## config.mk

```make
export PLATFORM = sky130hd
export DESIGN_NAME = uartcsr_top
export DESIGN_NICKNAME = d
export VERILOG_FILES = /design/src/rtl/uartcsr_pkg.sv /design/src/rtl/uartcsr_regs.sv /design/src/rtl/uartcsr_irq.sv /design/src/rtl/uartcsr_rdmux.sv /design/src/rtl/uartcsr_top.sv
export SDC_FILE = /design/constraint.sdc
export NUM_CORES = 1
export LEC_CHECK = 0
export BUFFER_PORTS_ARGS = -buffer_cell sky130_fd_sc_hd__buf_2
export CORE_ASPECT_RATIO = 0.7
export CORE_MARGIN = 5
export CORE_UTILIZATION = 43
export CTS_CLUSTER_DIAMETER = 50
export DETAILED_ROUTE_END_ITERATION = 8
export PLACE_DENSITY = 0.73
export RECOVER_POWER = 100
export SLEW_MARGIN = 20
export SYNTH_ARGS = -nofsm -noshare
export SYNTH_HDL_FRONTEND = slang
export SYNTH_HIERARCHICAL = 1
export SYNTH_SLANG_ARGS = --single-unit
```

## constraint.sdc

```tcl
create_clock -name clk -period 1.7 [get_ports clk]
set_input_delay 0.34 -clock clk [delete_from_list [all_inputs] [get_ports clk]]
set_output_delay 0.34 -clock clk [all_outputs]
set_load 0.02 [all_outputs]
```

## src/rtl/uartcsr_pkg.sv

```systemverilog
package uartcsr_pkg;
  localparam int BYTE_W = 8;
  localparam int IER_W  = 4;

  localparam logic [4:0] IDX_DATA = 5'h00;
  localparam logic [4:0] IDX_IER  = 5'h01;
  localparam logic [4:0] IDX_IIR  = 5'h02;
  localparam logic [4:0] IDX_LCR  = 5'h03;
  localparam logic [4:0] IDX_LSR  = 5'h05;
  localparam logic [4:0] IDX_MSR  = 5'h06;
  localparam logic [4:0] IDX_SCR  = 5'h07;
  localparam logic [4:0] IDX_USR  = 5'h1F;

  localparam int DLAB_BIT = 7;

  localparam logic [3:0] CODE_NONE = 4'h1;
  localparam logic [3:0] CODE_LINE = 4'h6;
  localparam logic [3:0] CODE_RXD  = 4'h4;
  localparam logic [3:0] CODE_RXTO = 4'hC;
  localparam logic [3:0] CODE_TXE  = 4'h2;
  localparam logic [3:0] CODE_BUSY = 4'h7;

  localparam int NSRC = 5;

  typedef struct packed {
    logic line;
    logic rxd;
    logic rxto;
    logic txe;
    logic busy;
  } irq_src_t;
endpackage

```

## src/rtl/uartcsr_regs.sv

```systemverilog
module uartcsr_regs
  import uartcsr_pkg::*;
#(
  parameter int          ADDR_W  = 5,
  parameter logic [7:0]  LCR_RST = 8'h03,
  parameter logic [15:0] DIV_RST = 16'h0001
) (
  input  logic              clk,
  input  logic              rst_n,
  input  logic [ADDR_W-1:0] addr,
  input  logic              wr,
  input  logic              rd,
  input  logic [BYTE_W-1:0] wdata,
  input  logic              eng_busy,
  output logic [BYTE_W-1:0] lcr,
  output logic [IER_W-1:0]  ier,
  output logic [BYTE_W-1:0] dll,
  output logic [BYTE_W-1:0] dlh,
  output logic [BYTE_W-1:0] scr,
  output logic              fifo_en,
  output logic              busy_pend,
  output logic              tx_push,
  output logic              rx_pop
);
  localparam int AW = ADDR_W;

  logic dlab;
  logic hit_data, hit_ier, hit_iir, hit_lcr, hit_scr, hit_usr;

  assign dlab     = lcr[DLAB_BIT];
  assign hit_data = (addr == AW'(IDX_DATA));
  assign hit_ier  = (addr == AW'(IDX_IER));
  assign hit_iir  = (addr == AW'(IDX_IIR));
  assign hit_lcr  = (addr == AW'(IDX_LCR));
  assign hit_scr  = (addr == AW'(IDX_SCR));
  assign hit_usr  = (addr == AW'(IDX_USR));

  assign tx_push = wr && hit_data && !dlab;
  assign rx_pop  = rd && hit_data && !dlab;

  // line control with busy lock
  always_ff @(posedge clk or negedge rst_n) begin
    if (!rst_n) begin
      lcr <= LCR_RST;
    end else if (wr && hit_lcr && !eng_busy) begin
      lcr <= wdata;
    end
  end

  // busy-detect: set by a locked write, cleared by status read
  always_ff @(posedge clk or negedge rst_n) begin
    if (!rst_n) begin
      busy_pend <= 1'b0;
    end else if (wr && hit_lcr && eng_busy) begin
      busy_pend <= 1'b1;
    end else if (rd && hit_usr) begin
      busy_pend <= 1'b0;
    end
  end

  always_ff @(posedge clk or negedge rst_n) begin
    if (!rst_n) begin
      dll <= DIV_RST[7:0];
      dlh <= DIV_RST[15:8];
    end else if (wr && dlab) begin
      if (hit_data) dll <= wdata;
      if (hit_ier)  dlh <= wdata;
    end
  end

  always_ff @(posedge clk or negedge rst_n) begin
    if (!rst_n) begin
      ier <= '0;
    end else if (wr && hit_ier && !dlab) begin
      ier <= wdata[IER_W-1:0];
    end
  end

  always_ff @(posedge clk or negedge rst_n) begin
    if (!rst_n) begin
      scr     <= '0;
      fifo_en <= 1'b0;
    end else if (wr) begin
      if (hit_scr) scr <= wdata;
      if (hit_iir) fifo_en <= wdata[0];
    end
  end
endmodule

```

## src/rtl/uartcsr_irq.sv

```systemverilog
module uartcsr_irq
  import uartcsr_pkg::*;
(
  input  logic [IER_W-1:0] ier,
  input  logic             line_err,
  input  logic             rx_ready,
  input  logic             rx_timeout,
  input  logic             tx_empty,
  input  logic             busy_pend,
  output logic [3:0]       code,
  output logic             irq
);
  irq_src_t            src;
  logic [NSRC-1:0]     act;
  logic [NSRC-1:0][3:0] codes;

  assign src.line = line_err   && ier[2];
  assign src.rxd  = rx_ready   && ier[0];
  assign src.rxto = rx_timeout && ier[0];
  assign src.txe  = tx_empty   && ier[1];
  assign src.busy = busy_pend;

  // index 0 is lowest priority, NSRC-1 highest
  assign act   = {src.line, src.rxd, src.rxto, src.txe, src.busy};
  assign codes = {CODE_LINE, CODE_RXD, CODE_RXTO, CODE_TXE, CODE_BUSY};

  logic [NSRC:0][3:0] chain;
  assign chain[0] = CODE_NONE;

  genvar gi;
  generate
    for (gi = 0; gi < NSRC; gi++) begin : g_prio
      assign chain[gi+1] = act[gi] ? codes[gi] : chain[gi];
    end
  endgenerate

  assign code = chain[NSRC];
  assign irq  = |act;
endmodule

```

## src/rtl/uartcsr_rdmux.sv

```systemverilog
module uartcsr_rdmux
  import uartcsr_pkg::*;
#(
  parameter int ADDR_W = 5
) (
  input  logic [ADDR_W-1:0] addr,
  input  logic [BYTE_W-1:0] lcr,
  input  logic [IER_W-1:0]  ier,
  input  logic [BYTE_W-1:0] dll,
  input  logic [BYTE_W-1:0] dlh,
  input  logic [BYTE_W-1:0] scr,
  input  logic              fifo_en,
  input  logic [3:0]        code,
  input  logic [BYTE_W-1:0] rx_byte,
  input  logic [BYTE_W-1:0] msr_in,
  input  logic              eng_busy,
  input  logic              rx_ready,
  input  logic              tx_empty,
  input  logic              line_err,
  output logic [BYTE_W-1:0] rdata
);
  localparam int AW = ADDR_W;

  logic            dlab;
  logic [BYTE_W-1:0] iir, lsr, usr;

  assign dlab = lcr[DLAB_BIT];
  assign iir  = {fifo_en, fifo_en, 2'b00, code};
  assign lsr  = {1'b0, tx_empty & ~eng_busy, tx_empty, 3'b000, line_err, rx_ready};
  assign usr  = {{(BYTE_W-1){1'b0}}, eng_busy};

  always_comb begin
    rdata = '0;
    unique case (addr)
      AW'(IDX_DATA): rdata = dlab ? dll : rx_byte;
      AW'(IDX_IER):  rdata = dlab ? dlh : {{(BYTE_W-IER_W){1'b0}}, ier};
      AW'(IDX_IIR):  rdata = iir;
      AW'(IDX_LCR):  rdata = lcr;
      AW'(IDX_LSR):  rdata = lsr;
      AW'(IDX_MSR):  rdata = msr_in;
      AW'(IDX_SCR):  rdata = scr;
      AW'(IDX_USR):  rdata = usr;
      default:       rdata = '0;
    endcase
  end
endmodule

```

## src/rtl/uartcsr_top.sv

```systemverilog
module uartcsr_top
  import uartcsr_pkg::*;
#(
  parameter int          ADDR_W  = 5,
  parameter logic [7:0]  LCR_RST = 8'h03,
  parameter logic [15:0] DIV_RST = 16'h0001
) (
  input  logic              clk,
  input  logic              rst_n,
  input  logic [ADDR_W-1:0] bus_addr,
  input  logic              bus_wr,
  input  logic              bus_rd,
  input  logic [7:0]        bus_wdata,
  output logic [7:0]        bus_rdata,
  input  logic              eng_busy,
  input  logic              rx_ready,
  input  logic              tx_empty,
  input  logic              line_err,
  input  logic              rx_timeout,
  input  logic [7:0]        rx_byte,
  input  logic [7:0]        msr_in,
  output logic              tx_push,
  output logic [7:0]        tx_byte,
  output logic              rx_pop,
  output logic [15:0]       divisor,
  output logic [7:0]        line_cfg,
  output logic              irq
);
  logic [BYTE_W-1:0] lcr, dll, dlh, scr;
  logic [IER_W-1:0]  ier;
  logic              fifo_en, busy_pend;
  logic [3:0]        code;

  uartcsr_regs #(
    .ADDR_W(ADDR_W), .LCR_RST(LCR_RST), .DIV_RST(DIV_RST)
  ) u_regs (
    .clk(clk), .rst_n(rst_n), .addr(bus_addr), .wr(bus_wr), .rd(bus_rd),
    .wdata(bus_wdata), .eng_busy(eng_busy), .lcr(lcr), .ier(ier),
    .dll(dll), .dlh(dlh), .scr(scr), .fifo_en(fifo_en),
    .busy_pend(busy_pend), .tx_push(tx_push), .rx_pop(rx_pop)
  );

  uartcsr_irq u_irq (
    .ier(ier), .line_err(line_err), .rx_ready(rx_ready),
    .rx_timeout(rx_timeout), .tx_empty(tx_empty), .busy_pend(busy_pend),
    .code(code), .irq(irq)
  );

  uartcsr_rdmux #(.ADDR_W(ADDR_W)) u_rdmux (
    .addr(bus_addr), .lcr(lcr), .ier(ier), .dll(dll), .dlh(dlh), .scr(scr),
    .fifo_en(fifo_en), .code(code), .rx_byte(rx_byte), .msr_in(msr_in),
    .eng_busy(eng_busy), .rx_ready(rx_ready), .tx_empty(tx_empty),
    .line_err(line_err), .rdata(bus_rdata)
  );

  assign tx_byte  = bus_wdata;
  assign divisor  = {dlh, dll};
  assign line_cfg = lcr;
endmodule

```

==> results.md, run 1 <==
- RSZ-0062 raised after global routing: yes
- Worst-Skew Late Latency: 0.29 ns
- WP depth: 4
- Min Tclk post-route: between 2 and 2.5 ns
- Clock share of power: 25.1%
- Worst min-delay path category: primary input to asynchronous set/reset pin
- Sw Share: 30.8%
- Die Area: 6790 sq um
- Post-synthesis sequential area ratio: 42.5%
- Placed Cells incl. Taps: 375
- Vias in the first global route: approximately 2000
- Hold buffers post-CTS: 0
- Share of cells above drive strength 1: 55.3%
- Layout area overhead: 48.3%
- EDFF count, synth: 0
- Clk_skew: 0.00424 ns
- Mean routed wirelength per cell: about 18 microns
- Worst path max stage delay: 0.48 ns
- Logic pwr share: 32.0%
- DRT iter0 DRCs: 102
- R2r setup slk: -0.06 ns
- Die W: ~96 microns
- Arrival time at the worst endpoint: 1.79 ns
- Critical path buffer and inverter count: 1
- DR DRC count: 0
- Ant diodes: 0
- HPWL Detailed: just over 5000 microns
- Xor/xnor share of the synthesized area: 0%
- # rows: 22
- Crit path capture type: output port
- Ys flop type: dfrtp_1
- Failing checks: negative setup slack
- Startpoint Class: flop
- Drt first pass iters: 5
- Simple-gate share of the synthesized area: between 10% and 20%
- Clock root cell: clkbuf_8
- Post-route setup TNS: -5.10 ns
- Async S/R FF share, synth: 100%
- Core area: slightly above 5000 sq um
- Worst-path clk slew: 0.08 ns
- Die height: 70.5 microns
- Final hold viol count: 0
- FF-to-FF End: u_regs/dlh[1]
- Final WS setup: -0.430 ns
- Via count: 2119
- CP Max Fanout: 5
- CTS Buffer Depth: 2
- ANT nets after route: 0
- VDD IR-drop max: 0.342 mV
- Worst slack at placement: -0.317 ns
- CTS tree: yes
- Final slew viol count: 0
- Compound-Gate Fraction of Synth Area: 9.13%
- H-Tree Depth: 2
- Mapped Nets: approximately 230
- Outcome: complete, but fails checks
- Yosys warnings: 6
- Vias per cell: 5.38
- Pin count of the biggest net entering global routing: 39
- Boundary pin count: 81
- F_max: 0.470 GHz
- Largest family of logic cells by synthesized area: multiplexers
- Final Wtd Congestion: just under 0.9
- RR Startpoint: u_regs/lcr[7]
- Initial antenna violation count: 0
- Fin area: 3330 sq um
- Least-Margin Pin Slew: 0.951 ns
- P_sw: 793 uW
- Post-synthesis mux area share: 28.0%
- Nets@finish: 359
- GRT Residual Overflow: 0
- Count of cell types in the netlist: 43
- Power share of the sequential group: 42.9%
- First-pass GRT wire length: 10800 microns
- Worst endpoint required time: approximately 1.4 ns
- Post-synthesis adder-cell area fraction: 0%
- Crit path cell chain: mux2_2 -> a22o_1 -> a211o_2 -> buf_6
- GRT Util Overall: 20.9%
- Worst setup path class: flop to output port
- Starting Density: between 40% and 50%
- Flops & latches, synth: 38
- PwrDens: 774 nW/um^2
- Int Power: between 1500 and 2000 uW
- Period utilization: 125%
- Port Buffers: 80
- Syn Inst Count: approximately 200
- TritonCTS buffer count: 5
- Non-Filler Instances: 394
- Max-Slew Margin vs Limit: 36.6%
- DRT Wirelength: around 7200 microns
- CP max stage cell: dfrtp_2
- Top cell family by delay on the critical path: compound AO/OA/AOI/OAI gates
- LEAKAGE: 0.00163 uW
- Placed Area: 3010 sq um
- Synth Cell Area: 2250 sq um
- Overall Power: 2580 uW
- Fill count: 429
- CTS sink cnt: 38
- Max Cap Violations: 0
- R2R depth: 6
- Syn_area_per_cell: 11.5 sq um
- Final-report setup violation count: 33
## metrics by stage
stage,util [%],hold slack (ns)
3_3_place_gp,58.5,0.320
2_1_floorplan,-,0.0444
6_report,64.7,0.274
5_1_grt,64.7,0.338
4_1_cts,63.2,0.0133
3_5_place_dp,58.5,0.323
## how the worst max path moves through the flow
stage	end	startpoint
final	bus_rdata[0]	u_regs/lcr[7]
after global routing	bus_rdata[0]	u_regs/ier[0]
after CTS	bus_rdata[0]	u_regs/ier[0]
after detailed placement	bus_rdata[7]	bus_addr[4]
after global placement	bus_rdata[6]	bus_addr[4]
after floorplan	bus_rdata[6]	u_regs/lcr[7]
## final cells by class
cell class | instances | area, sq um | share of cell area, %
clock inverters | 1 | 5.00 | 0.150
flip-flops and latches | 38 | 956 | 28.7
multi-input cells | 141 | 1320 | 39.6
clock buffers | 7 | 86.3 | 2.59
repair buffers | 135 | 875 | 26.2
well taps | 72 | 90.1 | 2.70
## sequential cells by signal, indices dropped and copies added (netlist names)
name,cells
u_regs/ier,4
u_regs/scr,8
u_regs/dll,8
u_regs/fifo_en,1
u_regs/busy_pend,1
u_regs/lcr,8
u_regs/dlh,8
## synth_stat cells (2+ instances only)
cell type / count / area [sq um]
mux2_4: 8 / 120
nand4_1: 3 / 18.8
dfstp_2: 3 / 78.8
o21ai_0: 6 / 30.0
and4b_1: 2 / 20.0
a21oi_1: 4 / 20.0
nand3_1: 8 / 40.0
a22oi_1: 8 / 60.1
a22o_1: 2 / 17.5
a221oi_1: 2 / 17.5
a32oi_1: 2 / 17.5
clkbuf_1: 3 / 11.3
or3_1: 3 / 18.8
mux2_2: 37 / 417
buf_4: 9 / 67.6
nand2_1: 15 / 56.3
nor2_1: 7 / 26.3
mux2i_1: 8 / 80.1
buf_2: 4 / 20.0
o211ai_1: 2 / 15.0
nor4_1: 3 / 18.8
nor3_1: 2 / 10.0
dfrtp_1: 35 / 876
## routing by layer
metal | share of wire [%] | global-route usage, % | wire (microns) | vias up
li1 | - | - | - | 985
met1 | 43 | 29.7 | 3120 | 1046
met2 | 47 | 32.6 | 3400 | 80
met3 | 8.4 | 5.06 | 601 | 8
met4 | 0.79 | 3.73 | 57 | 0
met5 | 0 | 0 | 0 | -
## power groups by stage
stage / clock (uW) / sequential [uW] / combinational, uW
CTS: 655 / 1100 / 785
detailed placement: 0 / 1110 / 711
floorplan: 0 / 1150 / 353
global placement: 0 / 1110 / 698
finish: 647 / 1110 / 826
global route: 709 / 1120 / 884
## layout by cell type (no fill, tap or decap), types with 2 or more instances in the layout
| cell type | synthesis | final |
|---|---|---|
| clkbuf_8 | 0 | 6 |
| a22oi_2 | 0 | 3 |
| nand3_2 | 1 | 3 |
| nor2_2 | 1 | 2 |
| dfrtp_1 | 35 | 34 |
| buf_12 | 0 | 3 |
| clkbuf_2 | 0 | 3 |
| clkbuf_4 | 0 | 2 |
| mux2i_1 | 8 | 4 |
| or3_1 | 3 | 3 |
| and4b_1 | 2 | 2 |
| nand3_1 | 8 | 6 |
| buf_2 | 4 | 39 |
| nor2_1 | 7 | 5 |
| a221oi_1 | 2 | 2 |
| mux2i_2 | 0 | 3 |
| o211ai_1 | 2 | 2 |
| a22oi_1 | 8 | 5 |
| dfstp_2 | 3 | 3 |
| mux2_4 | 8 | 25 |
| nor4_1 | 3 | 3 |
| nand4_1 | 3 | 3 |
| o21ai_1 | 0 | 5 |
| nand2_2 | 0 | 2 |
| a32oi_1 | 2 | 2 |
| mux2_1 | 1 | 5 |
| nor3_1 | 2 | 2 |
| nand2_1 | 15 | 13 |
| buf_4 | 9 | 43 |
| clkbuf_1 | 3 | 33 |
| buf_6 | 1 | 13 |
| a22o_1 | 2 | 2 |
| a21oi_1 | 4 | 3 |
| mux2_2 | 37 | 16 |
## what timing repair did
action                                  in CTS  in global routing
buffers inserted                             6                  6
resized for setup                           30                 35
pin swaps                                   12                  5
endpoints found under the setup margin      11                 27
## logic make-up (layout without fill, tap and decap cells)
group,Yosys count,count (layout)
multiplexers,54,54
AND/OR/NAND/NOR,58,58
buffers and inverters,17,143
AO/OA/AOI/OAI,29,29
flip-flops,38,38
(Power assumes the default switching activity.)
==> run 2, diff against run 1 <==
- CTS_BUF_LIST: unset -> sky130_fd_sc_hd__clkbuf_16
- MAX_ROUTING_LAYER: unset -> met4
==> run 2 against run 1 <==
Critical endpoint unchanged; core utilization shrank 2.8 points; cell area shrank 4.4%; the flow still finishes with violations (negative setup slack); count of clock-buffer cells in the layout shrank 2; combinational power shrank 11%; critical path depth is the same.
==> results.md, run 2 (synthesized netlist as in run 1, its figures left out) <==
- Final hold viol count: 0
- Worst-Skew Late Latency: 0.28 ns
- RR Startpoint: u_regs/lcr[7]
- Arrival time at the worst endpoint: 1.77 ns
- Worst endpoint required time: around 1.4 ns
- Failing checks: negative setup slack
- F_max: 0.474 GHz
- Fill count: between 400 and 500
- Initial antenna violation count: 0
- TritonCTS buffer count: 5
- Die height: around 70 microns
- Worst-path clk slew: around 0.050 ns
- Least-Margin Pin Slew: 1.01 ns
- DRT Wirelength: 6880 microns
- Most frequent cells in the layout: 39 x buf_4, 36 x buf_2, 36 x clkbuf_1, 34 x mux2_2, 34 x dfrtp_1
- Nets@finish: ~350
- DRT iter0 DRCs: roughly 100
- Crit path capture type: output port
- Drt first pass iters: 4
- Min Tclk post-route: between 2 and 2.5 ns
- Core area: 5150 sq um
- R2r setup slk: 0.03 ns
- Area of the multi-input gates: ~1200 sq um
- VDD IR-drop max: 0.544 mV
- Die W: 96.4 microns
- Startpoint Class: flop
- Max Cap Violations: 0
- ANT nets after route: 0
- CTS sink cnt: 38
- Pin count of the biggest net entering global routing: 22
- Hold buffers post-CTS: 0
- Reg area: 956 sq um
- GRT Util Overall: roughly 22%
- Max-Slew Margin vs Limit: 32.5%
- CTS Buffer Depth: 2
- Outcome: complete, but fails checks
- Clock root cell: clkbuf_16
- Fin area: 3190 sq um
- Vias in the first global route: 2150
- Final-report setup violation count: 10
- H-Tree Depth: 2
- Port Buffers: 80
- Final Wtd Congestion: 0.901
- Share of cells above drive strength 1: 53.2%
- PwrDens: 856 nW/um^2
- RSZ-0062 raised after global routing: yes
- Placed Area: 3020 sq um
- Final WS setup: -0.408 ns
- GRT Residual Overflow: 0
- Clk_skew: 0.00122 ns
- HPWL Detailed: 5310 microns
- DR DRC count: 0
- Commonest non-fill, non-tap cell in the layout: buf_4
- CP Max Fanout: 6
- CTS tree: yes
- Mean routed wirelength per cell: approximately 18 microns
- Final slew viol count: 0
- Worst setup path class: flop to output port
- Die Area: 6790 sq um
- Setup crit start: u_regs/lcr[7]
- First-pass GRT wire length: 10900 microns
- Worst min-delay path category: primary input to asynchronous set/reset pin
- # rows: 22
- Starting Density: 43.7%
- Worst slack at placement: -0.281 ns
- Via count: between 2000 and 2500
- Ant diodes: 0
- Layout area overhead: 41.8%
- Boundary pin count: about 80
- LEAKAGE: 0.00153 uW
- R2R depth: 5
- Period utilization: 124%
- Vias per cell: around 5.4
==> run 2: path summary, 6_finish.rpt <==
path / to
max: bus_rdata[0]
min: u_regs/dll[5]
max reg2reg: u_regs/dlh[6]
min reg2reg: u_regs/scr[7]
max in group asynchronous: u_regs/lcr[0]
min in group clk: u_regs/scr[5]
==> run 2: metal layers <==
layer  track usage (%)  share of wire, %  up-vias
met5                 -                 0        -
met4              5.29               1.1        0
met3              4.84               6.5        8
met2              33.8                47       75
met1              28.7                46     1051
li1                  -                 -      968
==> run 2: what timing repair did <==
item,in CTS,in global routing
setup endpoints to repair,10,14
pin swaps,9,3
buffers inserted,3,0
gates resized for setup,26,11
==> run 2: critical path, stage by stage (launching register included) <==
cell and delay (ns):
dfrtp_2 0.47, mux2_2 0.37, a22o_1 0.20, a211o_2 0.31, buf_6 0.13
==> run 2: stage by stage <==
stage / util, % / power, uW / hold slack [ns] / cells / setup TNS, ns
3_5_place_dp: 58.7 / 1820 / 0.315 / 376 / -4.64
2_1_floorplan: - / 1500 / 0.0444 / 196 / -0.215
5_1_grt: 61.9 / 2860 / 0.326 / 386 / -4.02
6_report: 61.9 / 2730 / 0.208 / 386 / -2.93
4_1_cts: 63.4 / 2750 / 0.0107 / 386 / -2.75
3_3_place_gp: 58.7 / 1800 / 0.312 / 376 / -4.64
==> run 2: area by class of cell <==
type,instances,share of cell area [%]
Tap cell,72,2.83
Timing Repair Buffer,127,23.8
Clock inverter,3,0.393
Sequential cell,38,30.0
Multi-Input combinational cell,141,39.1
Clock buffer,5,3.93
==> run 2: report_power, final <==
part | switching, uW | internal [uW]
Clock | 355 | 530
Combinational | 359 | 374
Sequential | 87.2 | 1020
Total | 802 | 1920
==> run 3, diff against run 2 <==
- ABC_AREA: unset -> 1
- PLACE_DENSITY: 0.73 -> 0.71
- SYNTH_HIERARCHICAL: 1 -> unset
==> run 3 against run 2 <==
The flow still finishes with violations (negative setup slack); cell area increased by 3.1%; critical path depth is 5 higher; worst setup slack improved by 0.26 ns; die area increased by 8.6%; sequential cell count did not move; maximum frequency increased by 14%; hold slack better by 0.071 ns; first-iteration DRC count grew to 2.8 times the previous value; power decreased by 0.35%; cell count up 35%; via count increased by 25%; largest power group unchanged.
==> results.md, run 3 <==
- Share of cells above drive strength 1: between 30% and 40%
- CP Max Fanout: 7
- Starting Density: 43.8%
- PwrDens: 827 nW/um^2
- Final slew viol count: 0
- # rows: 23
- Syn_area_per_cell: 7.07 sq um
- CTS Buffer Depth: 2
- Cell accounting for the most synthesized area: dfrtp_1
- VDD IR-drop max: ~0.58 mV
- EDFF count, synth: 0
- Max Cap Violations: 0
- HP Start: bus_wdata[0]
- DRT Wirelength: 7860 microns
- TritonCTS buffer count: 5
- Die Area: roughly 7400 sq um
- Drt first pass iters: 5
- Post-synth top cells: 138 x nand2_1, 35 x dfrtp_1, 31 x inv_1, 31 x nor2_1, 25 x nand3_1
- R2r setup slk: 0.38 ns
- Ys flop type: dfrtp_1
- Mapped Nets: a little under 400
- Max-Slew Margin vs Limit: 35.1%
- Final-report setup violation count: 8
- H-Tree Depth: 2
- Least-Margin Pin Slew: 0.974 ns
- Final WS setup: -0.150 ns
- Worst min-delay path category: primary input to flop
- DRT iter0 DRCs: 289
- Initial antenna violation count: 0
- Boundary pin count: 81
- RR Startpoint: u_regs.lcr[7]
- RSZ-0062 raised after global routing: yes
- Outcome: complete, but fails checks
- Clk_skew: 0.00244 ns
- Fill count: around 570
- Core area: roughly 5600 sq um
- ANT nets after route: 0
- Worst setup path class: flop to output port
- Pin count of the biggest net entering global routing: 39
- First-pass GRT wire length: 12800 microns
- GRT Residual Overflow: 0
- FF-to-FF End: u_regs.dll[5]
- Die W: 101 microns
- Reg area: 956 sq um
- Mean routed wirelength per cell: 15.1 microns
- Final Wtd Congestion: 0.936
- Final hold viol count: 0
- GRT Util Overall: 23.1%
- Layout area overhead: 33.0%
- F_max: 0.541 GHz
- Min Tclk post-route: 1.85 ns
- Syn Inst Count: 349
- Via count: 2631
- Port Buffers: 80
- Period utilization: 109%
- Flops & latches, synth: 38
- Crit path capture type: output port
- Worst-Skew Late Latency: 0.28 ns
- Count of cell types in the netlist: 26
- Arrival time at the worst endpoint: 1.51 ns
- Commonest non-fill, non-tap cell in the layout: nand2_1
- Nets@finish: 484
- LEAKAGE: 0.00182 uW
- R2R depth: 5
- Vias in the first global route: between 2000 and 3000
- Overall Power: 2720 uW
- Most numerous cell in the Yosys netlist: nand2_1
- Top-area cell type share of the netlist area: 35.5%
- Yosys warnings: 0
- CTS tree: yes
- Setup crit start: u_regs.lcr[7]
- Vias per cell: 5.04
- Worst-path clk slew: 0.06 ns
- Ant diodes: 0
- Hold Path Depth: 3
- Most frequent cells in the layout: 130 x nand2_1, 44 x buf_2, 34 x dfrtp_1, 31 x inv_1
- Synth area leaders: dfrtp_1 35%, nand2_1 21%, o21ai_2 5.7%, nand3_1 5.1%, inv_1 4.7%
- Synth Cell Area: 2470 sq um
- Startpoint Class: flop
- CTS sink cnt: 38
- Clock root cell: clkbuf_16
- Area of the multi-input gates: about 1300 sq um
- Post-synthesis sequential area ratio: 38.7%
- DR DRC count: 0
- Worst slack at placement: -0.0778 ns
- Core Util, Final: 58.2%
- Async S/R FF share, synth: 100%
- Post-route setup TNS: -1.06 ns
- Worst endpoint required time: 1.36 ns
- Die height: around 73 microns
- Hold EP: u_regs.dll[0]
- HPWL Detailed: 6120 microns
- Failing checks: negative setup slack
[run 3: cell types whose count changed after synthesis, moves of 8 or more]
cell and change:
a22oi_1 -8, inv_1 +31, nand2_1 +123, o21ai_2 +16
mux2_4 -8, o21ai_1 +17, mux2_2 -37, nor2_1 +24
mux2i_1 -8, nand3_1 +17
[run 3: kinds of logic (layout without fill, tap and decap cells)]
kind of cell	after synthesis	after routing	synth area share, %
AO/OA/AOI/OAI	45	45	11.7
buffers and inverters	51	149	10.3
flip-flops	38	38	38.7
AND/OR/NAND/NOR	215	215	39.4
[run 3: how the worst max path moves through the flow]
stage / end / slack (ns)
floorplan: bus_rdata[7] / 0.02
global placement: bus_rdata[6] / -0.07
detailed placement: bus_rdata[6] / -0.08
CTS: bus_rdata[6] / -0.11
global route: bus_rdata[4] / -0.24
finish: bus_rdata[3] / -0.15
[run 3: cell type report]
| type | instances | area share (%) |
|---|---|---|
| tap | 75 | 2.86 |
| clock buffer | 5 | 3.81 |
| inverter | 34 | 3.96 |
| multi-input combinational | 260 | 39.5 |
| clock inverter | 3 | 0.495 |
| timing repair buffer | 107 | 20.2 |
| sequential | 38 | 29.1 |
[run 3: report_power, final]
group          leakage [uW]  total (uW)  internal, uW  switching (uW)
combinational       0.00127         711           266             445
clock             0.0000672         892           535             357
sequential         0.000480        1110          1020            94.0
[run 3: stage by stage]
| stage | hold slack, ns | instances | cell area, sq um |
|---|---|---|---|
| after floorplan | 0.0444 | 349 | 2470 |
| after global placement | 0.433 | 509 | 3040 |
| after detailed placement | 0.423 | 509 | 3040 |
| after CTS | 0.129 | 521 | 3280 |
| after global routing | 0.307 | 522 | 3280 |
| final | 0.279 | 522 | 3280 |
[run 3: repair_timing]
item / 4_1_cts / 5_1_grt
hold buffers: 0 / 0
gates cloned: 1 / 0
pin swaps: 6 / 7
endpoints found under the setup margin: 8 / 10
setup buffers: 3 / 1
resized for setup: 28 / 14
[run 3: critical path, cell delays in order (launching register included)]
cell	delay [ns]
dfrtp_2	0.43
inv_4	0.07
buf_6	0.14
nand2_1	0.05
nand2_1	0.06
nand2_1	0.07
nand2_1	0.04
nor2_1	0.11
nand2_1	0.11
buf_6	0.14
[run 3: routing by layer]
metal / global-route usage (%) / wire length [microns]
met5: - / 0
met1: 33.3 / 3640
met2: 33.2 / 3340
met4: 6.88 / 112
met3: 3.98 / 766
